### src/rtl/tap_chain_pkg.sv
package tap_chain_pkg;

    localparam int IR_W = 8;

    localparam logic [IR_W-1:0] OP_EXTEST   = 8'h00;
    localparam logic [IR_W-1:0] OP_ADDR     = 8'h01;
    localparam logic [IR_W-1:0] OP_COL      = 8'h02;
    localparam logic [IR_W-1:0] OP_PROG     = 8'h07;
    localparam logic [IR_W-1:0] OP_VERIFY   = 8'h0A;
    localparam logic [IR_W-1:0] OP_IDCODE   = 8'h16;
    localparam logic [IR_W-1:0] OP_USER     = 8'h17;
    localparam logic [IR_W-1:0] OP_HIZ      = 8'h18;
    localparam logic [IR_W-1:0] OP_SAMPLE   = 8'h1C;
    localparam logic [IR_W-1:0] OP_CLAMP    = 8'h20;
    localparam logic [IR_W-1:0] OP_PROG_INC = 8'h27;
    localparam logic [IR_W-1:0] OP_VER_INC  = 8'h2A;
    localparam logic [IR_W-1:0] OP_NOOP     = 8'h30;

    localparam logic [IR_W-1:0] IR_CAPTURE  = 8'h01;

    typedef enum logic [2:0] {
        DR_BYP,
        DR_BSR,
        DR_ID,
        DR_USR,
        DR_ADR,
        DR_COL
    } dr_sel_e;

    typedef struct packed {
        dr_sel_e sel;
        logic    hiz;
        logic    clamp;
        logic    extest;
        logic    incr;
    } ir_dec_t;

    function automatic ir_dec_t decode_op(input logic [IR_W-1:0] op);
        ir_dec_t d;
        d.sel    = DR_BYP;
        d.hiz    = 1'b0;
        d.clamp  = 1'b0;
        d.extest = 1'b0;
        d.incr   = 1'b0;
        if (!op[IR_W-1]) begin
            case (op)
                OP_EXTEST: begin
                    d.sel    = DR_BSR;
                    d.extest = 1'b1;
                end
                OP_SAMPLE:               d.sel = DR_BSR;
                OP_IDCODE:               d.sel = DR_ID;
                OP_USER:                 d.sel = DR_USR;
                OP_ADDR:                 d.sel = DR_ADR;
                OP_COL, OP_PROG, OP_VERIFY: d.sel = DR_COL;
                OP_PROG_INC, OP_VER_INC: begin
                    d.sel  = DR_COL;
                    d.incr = 1'b1;
                end
                OP_HIZ:                  d.hiz = 1'b1;
                OP_CLAMP, OP_NOOP:       d.clamp = 1'b1;
                default: ;
            endcase
        end
        return d;
    endfunction

endpackage

### src/rtl/tap_ir.sv
module tap_ir
    import tap_chain_pkg::*;
(
    input  logic            clk,
    input  logic            rst,
    input  logic            tdi,
    input  logic            capture_ir,
    input  logic            shift_ir,
    input  logic            update_ir,
    output logic [IR_W-1:0] ir_q,
    output logic            ir_so,
    output ir_dec_t         dec
);

    logic [IR_W-1:0] ir_sr;

    always_ff @(posedge clk) begin
        if (rst) begin
            ir_sr <= IR_CAPTURE;
            ir_q  <= OP_IDCODE;
        end else begin
            if (capture_ir) begin
                ir_sr <= IR_CAPTURE;
            end else if (shift_ir) begin
                ir_sr <= {tdi, ir_sr[IR_W-1:1]};
            end
            if (update_ir) begin
                ir_q <= ir_sr;
            end
        end
    end

    assign ir_so = ir_sr[0];
    assign dec   = decode_op(ir_q);

    AST_IR_RESET: assert property (@(posedge clk) rst |=> (ir_q == OP_IDCODE))
        else $error("instruction not IDCODE after reset");

    AST_IR_CAPTURE: assert property (@(posedge clk) disable iff (rst)
        capture_ir |=> (ir_so == 1'b1))
        else $error("capture pattern LSB not 1");

    AST_IR_HOLD: assert property (@(posedge clk) disable iff (rst)
        !update_ir |=> $stable(ir_q))
        else $error("instruction changed without update");

endmodule

### src/rtl/tap_wordreg.sv
module tap_wordreg #(
    parameter int W = 32
) (
    input  logic         clk,
    input  logic         rst,
    input  logic         tdi,
    input  logic         capture_en,
    input  logic         shift_en,
    input  logic [W-1:0] cap_val,
    output logic         so
);

    logic [W-1:0] sr;

    always_ff @(posedge clk) begin
        if (rst) begin
            sr <= '0;
        end else if (capture_en) begin
            sr <= cap_val;
        end else if (shift_en) begin
            sr <= {tdi, sr[W-1:1]};
        end
    end

    assign so = sr[0];

endmodule

### src/rtl/tap_updreg.sv
module tap_updreg #(
    parameter int W = 10
) (
    input  logic         clk,
    input  logic         rst,
    input  logic         tdi,
    input  logic         capture_en,
    input  logic         shift_en,
    input  logic         update_en,
    input  logic         inc_en,
    input  logic [W-1:0] cap_val,
    output logic         so,
    output logic [W-1:0] upd_q
);

    logic [W-1:0] sr;

    always_ff @(posedge clk) begin
        if (rst) begin
            sr <= '0;
        end else if (capture_en) begin
            sr <= cap_val;
        end else if (shift_en) begin
            sr <= {tdi, sr[W-1:1]};
        end
    end

    always_ff @(posedge clk) begin
        if (rst) begin
            upd_q <= '0;
        end else if (update_en) begin
            upd_q <= sr;
        end else if (inc_en) begin
            upd_q <= upd_q + W'(1);
        end
    end

    assign so = sr[0];

    AST_UPD_HOLD: assert property (@(posedge clk) disable iff (rst)
        (!update_en && !inc_en) |=> $stable(upd_q))
        else $error("held value changed without update or step");

endmodule

### src/rtl/tap_instr_chain.sv
module tap_instr_chain
    import tap_chain_pkg::*;
#(
    parameter int          ADDR_W   = 10,
    parameter int          COL_W    = 89,
    parameter int          WORD_W   = 32,
    parameter logic [31:0] ID_VALUE = 32'h1358_E04B
) (
    input  logic              tck,
    input  logic              rst,
    input  logic              tdi,
    input  logic              capture_ir,
    input  logic              shift_ir,
    input  logic              update_ir,
    input  logic              capture_dr,
    input  logic              shift_dr,
    input  logic              update_dr,
    input  logic              bsr_tdo,
    input  logic [WORD_W-1:0] usercode_in,
    input  logic [COL_W-1:0]  col_rd_in,
    output logic              tdo,
    output logic [IR_W-1:0]   active_instr,
    output logic              bsr_select,
    output logic              hiz_mode,
    output logic              clamp_mode,
    output logic              extest_mode,
    output logic [ADDR_W-1:0] addr_q,
    output logic [COL_W-1:0]  col_q,
    output logic              addr_incr
);

    ir_dec_t dec;
    logic    ir_so;
    logic    word_so, addr_so, col_so;
    logic    byp_q;
    logic    dr_so;
    logic    sel_word, sel_adr, sel_col, sel_byp;

    tap_ir u_ir (
        .clk        (tck),
        .rst        (rst),
        .tdi        (tdi),
        .capture_ir (capture_ir),
        .shift_ir   (shift_ir),
        .update_ir  (update_ir),
        .ir_q       (active_instr),
        .ir_so      (ir_so),
        .dec        (dec)
    );

    assign sel_word = (dec.sel == DR_ID) || (dec.sel == DR_USR);
    assign sel_adr  = (dec.sel == DR_ADR);
    assign sel_col  = (dec.sel == DR_COL);
    assign sel_byp  = (dec.sel == DR_BYP);

    // identification and user code share one 32-bit shift stage
    tap_wordreg #(.W(WORD_W)) u_word (
        .clk        (tck),
        .rst        (rst),
        .tdi        (tdi),
        .capture_en (capture_dr && sel_word),
        .shift_en   (shift_dr && sel_word),
        .cap_val    ((dec.sel == DR_USR) ? usercode_in : ID_VALUE[WORD_W-1:0]),
        .so         (word_so)
    );

    tap_updreg #(.W(ADDR_W)) u_addr (
        .clk        (tck),
        .rst        (rst),
        .tdi        (tdi),
        .capture_en (capture_dr && sel_adr),
        .shift_en   (shift_dr && sel_adr),
        .update_en  (update_dr && sel_adr),
        .inc_en     (update_dr && dec.incr),
        .cap_val    (addr_q),
        .so         (addr_so),
        .upd_q      (addr_q)
    );

    tap_updreg #(.W(COL_W)) u_col (
        .clk        (tck),
        .rst        (rst),
        .tdi        (tdi),
        .capture_en (capture_dr && sel_col),
        .shift_en   (shift_dr && sel_col),
        .update_en  (update_dr && sel_col),
        .inc_en     (1'b0),
        .cap_val    (col_rd_in),
        .so         (col_so),
        .upd_q      (col_q)
    );

    always_ff @(posedge tck) begin
        if (rst) begin
            byp_q <= 1'b0;
        end else if (capture_dr && sel_byp) begin
            byp_q <= 1'b0;
        end else if (shift_dr && sel_byp) begin
            byp_q <= tdi;
        end
    end

    always_ff @(posedge tck) begin
        if (rst) begin
            addr_incr <= 1'b0;
        end else begin
            addr_incr <= update_dr && dec.incr;
        end
    end

    always_comb begin
        case (dec.sel)
            DR_BSR:        dr_so = bsr_tdo;
            DR_ID, DR_USR: dr_so = word_so;
            DR_ADR:        dr_so = addr_so;
            DR_COL:        dr_so = col_so;
            default:       dr_so = byp_q;
        endcase
    end

    always_ff @(negedge tck) begin
        if (rst) begin
            tdo <= 1'b0;
        end else begin
            tdo <= shift_ir ? ir_so : dr_so;
        end
    end

    assign bsr_select  = (dec.sel == DR_BSR);
    assign hiz_mode    = dec.hiz;
    assign clamp_mode  = dec.clamp;
    assign extest_mode = dec.extest;

    AST_BYP_ZERO: assert property (@(posedge tck) disable iff (rst)
        (capture_dr && sel_byp) |=> (byp_q == 1'b0))
        else $error("bypass did not capture zero");

    AST_ADDR_STEP: assert property (@(posedge tck) disable iff (rst)
        addr_incr |-> (addr_q == ADDR_W'($past(addr_q) + 1'b1)))
        else $error("address step pulse without +1");

    AST_MODE_EXCL: assert property (@(posedge tck) disable iff (rst)
        $onehot0({hiz_mode, clamp_mode, extest_mode}))
        else $error("more than one pin mode active");

endmodule

### config.mk
export PLATFORM = sky130hd
export DESIGN_NAME = tap_instr_chain
export DESIGN_NICKNAME = d
export VERILOG_FILES = /design/src/rtl/tap_chain_pkg.sv /design/src/rtl/tap_ir.sv /design/src/rtl/tap_wordreg.sv /design/src/rtl/tap_updreg.sv /design/src/rtl/tap_instr_chain.sv
export SDC_FILE = /design/constraint.sdc
export NUM_CORES = 1
export LEC_CHECK = 0
export ABC_CLOCK_PERIOD_IN_PS = 2000
export BUFFER_PORTS_ARGS = -buffer_cell sky130_fd_sc_hd__buf_2
export CAP_MARGIN = 15
export CORE_MARGIN = 2
export CORE_UTILIZATION = 48
export CTS_CLUSTER_DIAMETER = 100
export DETAILED_ROUTE_END_ITERATION = 8
export GPL_ROUTABILITY_DRIVEN = 0
export GPL_TIMING_DRIVEN = 1
export PLACE_DENSITY = 0.86
export SLEW_MARGIN = 20
export SYNTH_ARGS = -nofsm -noshare
export SYNTH_HDL_FRONTEND = slang
export SYNTH_SLANG_ARGS = --single-unit
export TNS_END_PERCENT = 1
### constraint.sdc
create_clock -name tck -period 2 [get_ports tck]
set_input_delay 0.1 -clock tck [delete_from_list [all_inputs] [get_ports tck]]
set_output_delay 0.1 -clock tck [all_outputs]
set_load 0.01 [all_outputs]
**Word level (Yosys, flattened, before mapping)**

Index checks and enable logic that the tools add are counted.
Widths: inputs -> output; s select.

- Register bits after elaboration: 249
- Input port bits: 131
- Output and inout bits: 113
- Logic and storage cells: 70

- $add $sub $neg: 1
- Equal/unequal tests: 17
- Multiplexer cells: 17
- Reductions and logical operators: 25

Operator list:

| kind | number |
|---|---|
| $mux 89 | 2 |
| $mux 32 | 3 |
| $mux 10 | 4 |
| $eq 8x5->1 const B | 4 |
| $eq 8x6->1 const B | 4 |
| $pmux 3 s5 | 1 |
| $reduce_or 2->1 | 6 |
| $logic_and 1x1->1 | 11 |
| $add 10x1->10 const B | 1 |
| $eq 8x1->1 const B | 1 |
| $eq 8x2->1 const B | 1 |
| $eq 8x3->1 const B | 1 |
| $eq 8x4->1 const B | 1 |
| $logic_not 8->1 | 1 |
| $reduce_bool 2->1 | 4 |
| $mux 7 | 1 |
| $eq 3x2->1 const B | 2 |
| $eq 3x3->1 const B | 2 |
| $mux 1 | 5 |
| $reduce_or 5->1 | 1 |
| $pmux 1 s4 | 1 |
| $eq 3x1->1 const B | 1 |
| $logic_not 3->1 | 1 |
| $logic_or 1x1->1 | 1 |

**Longest topological paths before layout**

Gate-level depths: netlist of run 1.

- Depth after elaboration: 9
- Depth in mapped cells: 9
- Mapped depth without buffers: 6

**By module**

A second synthesis of run 1 with hierarchy kept.

- Cell total of the unflattened synthesis: 1,691
- Area, all modules: 13,646.8 sq um

By module, submodules not included:

| module | instances | cells each | area each (sq um) | sequential area each (sq um) |
|---|---|---|---|---|
| tap_updreg at u_col | 1 | 1,274 | 9,839.4 | 3,563.4 |
| tap_wordreg | 1 | 142 | 1,510.2 | 640.6 |
| tap_updreg at u_addr | 1 | 121 | 1,033.5 | 400.4 |
| tap_ir | 1 | 80 | 752.0 | 320.3 |
| tap_instr_chain | 1 | 74 | 511.7 | 60.1 |

==> impl_metrics.csv, run 1 <==
group,metric,value,unit
power,p_sw,2623,µW
yosys,syn_inst,1170,
placed_design,portBuffers,243,
power,clock_power_share,43.8,%
clock_network,cts.clk_slew.worst_paths,0.06,ns
clock_network,insertion_delay,0.58,ns
clock_network,htreeDepth,1,
yosys,synth_seq_cells,249,
sta,worst_pin_slew,0.7888,ns
detailed_routing,wl_per_cell,18.63,µm
critical_path,r2r_slack,-0.82,ns
clock_network,cts_root_buf,"clkbuf_16",
critical_path,path_max_fanout,3,
grt,antenna_found_initial,1,
grt,grt_overflow,0,
yosys,synth_top_area_share,52.11,%
final_layout,synthToLayoutAreaGrowth,42.79,%
clock_network,cts_sinks,249,
power,internal_power,8327,µW
final_layout,utilization,69.96,%
final_layout,fin_nets,1648,
critical_path,worstSetupPathType,"reg -> reg",
die,coreArea,0.01953,mm²
detailed_routing,route.detailed.drc,0,
sta,post-route-worst-setup-slack,-0.8199,ns
clock_network,clk_path_buf_depth,3,
yosys,synth_edf_count,0,
critical_path,worstPathRequired,1.50,ns
clock_network,cts_buffers,26,
power,p_sw_share,23.95,%
die,die_w,145.2,µm
yosys,synth_area,0.009567,mm²
critical_path,crit_chain,"or4_4 > a211o_4 > inv_4 > nor3_2 > a221o_1 > a31oi_1",
grt,grt_usage,29.82,%
power,seqPwrFrac,46.5,%
yosys,synthTopCellsByArea,"dfxtp_1, nand2_1, o22ai_1, o21ai_0, a21oi_1",
critical_path,cpLargestDelayFamily,"compound AO/OA/AOI/OAI gates",
power,power_density,801.6,mW/mm²
critical_path,cp_num_buf_inv,1,
power,ir_drop,0.6684,mV
final_layout,register_area,0.004991,mm²
detailed_routing,ant_nets,0,
hold_path,hold_path.class,"in -> reg",
critical_path,worstSetupEndpointType,"register",
die,start_util,48.99,%
final_layout,drive_gt1_share,25.42,%
power,p_leak,0.005363,µW
die,die_area,0.02108,mm²
critical_path,crit_arrival,2.32,ns
die,rows,51,
placed_design,placed_cells,1637,
detailed_routing,num_vias,10680,
outcome,violations,"negative setup slack",
sta,relSlewSlack,47.41,%
critical_path,crit_path_start_kind,"register",
grt,grt_max_degree,153,
yosys,yosysMostFrequentCell,"nand2_1",
yosys,synth_common_cells,"nand2_1, dfxtp_1, o21ai_0",
placed_design,dp_hpwl,18590,µm
sta,fin_skew,0.06840,ns
detailed_routing,first_iter_violations,1022,
sta,grt_setup_unrepaired,"true",
yosys,synth_nets,1302,
detailed_routing,drt_first_pass_iters,7,
sta,setup_viol,36,
yosys,avgSynthCellArea,8.177,µm²
grt,first_global_vias,10400,
yosys,ys.flop_type,"dfxtp_1",
critical_path,cpPeakStageDelay,0.55,ns
flow_run,maxCapViolations,0,
die,ios,244,
yosys,synth.distinct_cells,48,
yosys,async_reset_ff_share,0,%
sta,drv_slew,0,
yosys,synth_top_cell_by_area,"dfxtp_1",
yosys,synth-seq-area-share,52.11,%
sta,finalHoldViolations,0,
detailed_routing,viasPerCell,5.932,
clock_network,cts_tree,"built",
outcome,status,"finished, violations left",
die,die-height,145.2,µm
final_layout,multiInputGateArea,0.004358,mm²
critical_path,crit_path_top_delay_cell,"or4_4",
placed_design,pre_cts_ws,-0.8315,ns
final_layout,layout.cells.non_filler,1801,
power,combinationalPowerShare,9.8,%
detailed_routing,finalWirelength,33560,µm
yosys,yosysWarnings,0,
sta,whs,0.02570,ns
grt,grt_pass1_wl,52520,µm
final_layout,fill_cells,1416,
[cell families (layout without fill, tap and decap cells)]
logic type,Yosys count,in the layout,share of synthesized area (%)
compound gates,346,346,21.75
xor+xnor,7,7,0.6409
fa+ha+maj,1,1,0.1308
buf+inv,115,479,4.591
flops,249,249,52.11
mux,14,14,1.465
other cells,0,2,0
simple gates,438,438,19.32
[power groups by stage]
stage / Combinational [µW] / Clock [µW] / Sequential [µW]
6_report: 1070 / 4790 / 5090
5_1_grt: 1140 / 5070 / 5090
4_1_cts: 994 / 4840 / 5080
3_5_place_dp: 799 / 6.26 / 5190
3_3_place_gp: 783 / 6.26 / 5180
2_1_floorplan: 423 / 6.26 / 5180
[worst paths after layout]
kind                                                   start                      endpoint  cells after the start
worst max-delay path               u_ir.ir_q[5]$_SDFFE_PP0P_                tdo$_SDFF_NP0_                      6
worst min-delay path                         usercode_in[19]    u_word.sr[19]$_SDFFE_PP0P_                      3
worst max register to register     u_ir.ir_q[5]$_SDFFE_PP0P_                tdo$_SDFF_NP0_                      6
worst min register to register  u_col.upd_q[11]$_SDFFE_PP0P_  u_col.upd_q[11]$_SDFFE_PP0P_                      2
[cell usage in the layout, fill, tap and decap left out, types with 19 or more instances in the layout]
cell	count
nand2_1	282
dfxtp_1	246
buf_2	241
dlygate4sd3_1	115
o22ai_1	89
a21oi_1	89
o21ai_0	86
nor2_1	59
buf_4	36
nand3_1	30
a221oi_1	29
clkbuf_16	26
nor3_1	19
[tightest hold or removal path: stages]
cell and delay [ns]:
buf_2 0.09, nor4_2 0.05, o41ai_2 0.27
[cell type report]
type | instances | area share (%)
Clock inverter | 11 | 0.6961
Multi-Input combinational cell | 806 | 31.90
Antenna cell | 2 | 0.03664
Inverter | 17 | 0.5038
Timing Repair Buffer | 415 | 22.28
Sequential cell | 249 | 36.54
Tap cell | 265 | 2.427
Clock buffer | 36 | 5.624
[routing by layer]
metal  share of wire, %  wire (µm)  track usage (%)
met3                9.4       3164            7.327
met5                  0          0                0
met1                 37      12470            35.88
met2                 48      15980            49.57
met4                5.8       1942            15.39
[sequential cells by signal (all words and copies together) (netlist names), 8 cells and up]
name / cells
u_ir.ir_sr: 8
u_col.upd_q: 89
u_addr.sr: 10
u_addr.upd_q: 10
u_col.sr: 89
u_ir.ir_q: 8
u_word.sr: 32
[through the flow]
stage	TNS, ns	power (µW)	area [µm²]
global route	-7.264	11300	13660
finish	-4.285	10950	13660
detailed placement	-6.822	5992	11450
CTS	-2.943	10910	13510
global placement	-5.197	5974	11450
floorplan	-4.527	5613	9602
[repair_timing]
item | in CTS | in global routing
pin swaps | 22 | 3
endpoints found under the setup margin | 45 | 113
hold endpoints to repair | 124 | 0
hold buffers | 115 | 0
cloned | 0 | 0
gates resized for setup | 12 | 41
setup buffers | 1 | 0
(Power assumes the default switching activity.)
==> run 2: changes to the inputs <==
GPL_TIMING_DRIVEN = 0   (was 1)
==> impl_metrics.csv, run 2 (synthesized netlist as in run 1, its figures left out) <==
group,metric,value,unit
critical_path,rr_worst_depth,6,
critical_path,cp_num_buf_inv,1,
power,p_sw,2748,µW
clock_network,cts_root_buf,"clkbuf_16",
grt,first_global_vias,10810,
hold_path,hold_end,"u_word.sr[1]$_SDFFE_PP0P_",
die,ios,244,
flow_run,maxCapViolations,0,
critical_path,path_max_fanout,3,
power,p_leak,0.005361,µW
grt,grt_usage,32.14,%
detailed_routing,first_iter_violations,1019,
critical_path,cpLargestDelayFamily,"compound AO/OA/AOI/OAI gates",
sta,drv_slew,0,
detailed_routing,viasPerCell,5.942,
sta,post-route-worst-setup-slack,-0.9494,ns
placed_design,place_area,0.01114,mm²
grt,grt_max_degree,14,
sta,setup_viol,91,
detailed_routing,drt_first_pass_iters,7,
final_layout,fill_cells,1406,
critical_path,crit_chain,"or4_4 > a211o_4 > inv_4 > nor3_2 > a221o_1 > a31oi_2",
critical_path,crit_path_start_kind,"register",
hold_path,min_path_cells,3,
clock_network,cts_tree,"built",
critical_path,regToRegEndpoint,"tdo$_SDFF_NP0_",
hold_path,hold_path.class,"in -> reg",
final_layout,fin_nets,1702,
detailed_routing,wl_per_cell,19.38,µm
power,internal_power,8390,µW
grt,antenna_found_initial,1,
grt,grt_pass1_wl,55820,µm
detailed_routing,finalWirelength,35970,µm
clock_network,insertion_delay,0.59,ns
power,ir_drop,0.6434,mV
final_layout,drive_gt1_share,23.77,%
die,coreArea,0.01953,mm²
sta,finalHoldViolations,0,
power,combinationalPowerShare,9.6,%
outcome,status,"finished, violations left",
sta,worst_pin_slew,0.8973,ns
hold_path,min-delay-start,"usercode_in[1]",
power,clock_power_share,44.6,%
clock_network,htreeDepth,1,
final_layout,synthToLayoutAreaGrowth,42.52,%
critical_path,r2r_slack,-0.95,ns
final_layout,final_common_cell,"nand2_1",
power,p_sw_share,24.67,%
critical_path,worstPathRequired,1.50,ns
critical_path,cpPeakStageDelay,0.59,ns
die,die_w,145.2,µm
grt,grt_overflow,0,
die,die-height,145.2,µm
die,start_util,48.99,%
critical_path,rr_startpoint,"u_ir.ir_q[1]$_SDFFE_PP1P_",
clock_network,clk_path_buf_depth,3,
critical_path,crit_path_top_delay_cell,"or4_4",
critical_path,worstSetupEndpointType,"register",
outcome,violations,"negative setup slack",
clock_network,cts_sinks,249,
clock_network,cts.clk_slew.worst_paths,0.06,ns
power,power_density,816.9,mW/mm²
detailed_routing,route.detailed.drc,0,
detailed_routing,num_vias,11030,
final_layout,reg_top3,"u_col.sr x89, u_col.upd_q x89, u_word.sr x32",
final_layout,mostFrequentLayoutCells,"nand2_1, buf_2, dfxtp_1, dlygate4sd3_1, o21ai_0",
power,seqPwrFrac,45.8,%
sta,relSlewSlack,40.18,%
critical_path,crit_arrival,2.45,ns
clock_network,cts_buffers,27,
sta,grt_setup_unrepaired,"true",
die,rows,51,
placed_design,dp_hpwl,21170,µm
critical_path,worstSetupPathType,"reg -> reg",
placed_design,portBuffers,240,
power,total_power,11140,µW
detailed_routing,ant_nets,0,
sta,fin_skew,0.07094,ns
final_layout,stdcell_area,0.01363,mm²
die,die_area,0.02108,mm²
## run 2: changes by cell type in the layout (fill, tap and decap cells not counted), moves of 13 or more
cell and delta:
buf_4 -24, clkbuf_1 +60, buf_12 -15, clkbuf_2 +19, o21ai_1 -13, o21ai_0 +13
## run 2: worst reg2reg max path, stage by stage (launching register included)
cell and delay, ns:
dfxtp_4 0.34, or4_4 0.59, a211o_4 0.32, inv_4 0.08, nor3_2 0.04, a221o_1 0.34, a31oi_2 0.22
## run 2: power by group through the flow
stage	sequential, µW	clock, µW	combinational [µW]
2_1_floorplan	5180	6.26	423
3_3_place_gp	5190	6.26	717
3_5_place_dp	5190	6.26	733
4_1_cts	5090	4970	968
5_1_grt	5100	5200	1130
6_report	5100	4970	1070
## run 2: layout make-up
class                      count  area (µm²)  area share [%]
inverter                      17       66.31          0.4864
clock inverter                 9       48.80          0.3579
antenna                        1       2.502         0.01835
sequential                   249        5004           36.70
timing repair buffer         373        2522           18.50
multi-input combinational    806        4357           31.95
clock buffer                  41       840.8           6.167
tap                          265       331.6           2.432
buffer                        95       461.7           3.386
## run 2: metrics by stage
step	utilization [%]	hold slack [ns]	TNS, ns	worst slack (ns)	instances
after floorplan	-	0.2233	-4.527	-0.8565	1170
after global placement	57.02	0.3466	-118.87	-1.157	1675
after detailed placement	57.06	0.3542	-94.65	-1.139	1675
after CTS	68.83	0.003074	-55.55	-0.8697	1851
after global routing	69.83	0.02374	-27.73	-0.9487	1856
final	69.83	0.03712	-16.58	-0.9494	1856
## run 2: per-layer routing
| metal | global-route usage, % | share of wire, % | vias to the layer above |
|---|---|---|---|
| met2 | 52.43 | 46 | 814 |
| met3 | 7.925 | 10 | 234 |
| met1 | 38.76 | 38 | 5050 |
| met5 | 0 | 0 | - |
| li1 | - | - | 4931 |
| met4 | 18.43 | 6.8 | 0 |
## run 2: timing repair
| item | in CTS | in global routing |
|---|---|---|
| endpoints found under the setup margin | 234 | 234 |
| gates cloned | 0 | 0 |
| buffers inserted | 10 | 3 |
| hold buffers | 119 | 1 |
| resized for setup | 46 | 71 |
| endpoints found under the hold margin | 119 | 1 |
| pin swaps | 15 | 7 |
## run 2: worst max path at each step
stage	depth (start not counted)	from	endpoint	slack, ns
6_report	6	u_ir.ir_q[1]$_SDFFE_PP1P_	tdo$_SDFF_NP0_	-0.95
5_1_grt	6	u_ir.ir_q[1]$_SDFFE_PP1P_	tdo$_SDFF_NP0_	-0.95
4_1_cts	6	u_ir.ir_q[1]$_SDFFE_PP1P_	tdo$_SDFF_NP0_	-0.87
3_5_place_dp	5	u_ir.ir_q[5]$_SDFFE_PP0P_	tdo$_SDFF_NP0_	-1.14
3_3_place_gp	7	u_ir.ir_q[3]$_SDFFE_PP0P_	u_col.sr[75]$_SDFFE_PP0P_	-1.16
2_1_floorplan	6	u_ir.ir_q[5]$_SDFFE_PP0P_	tdo$_SDFF_NP0_	-0.86
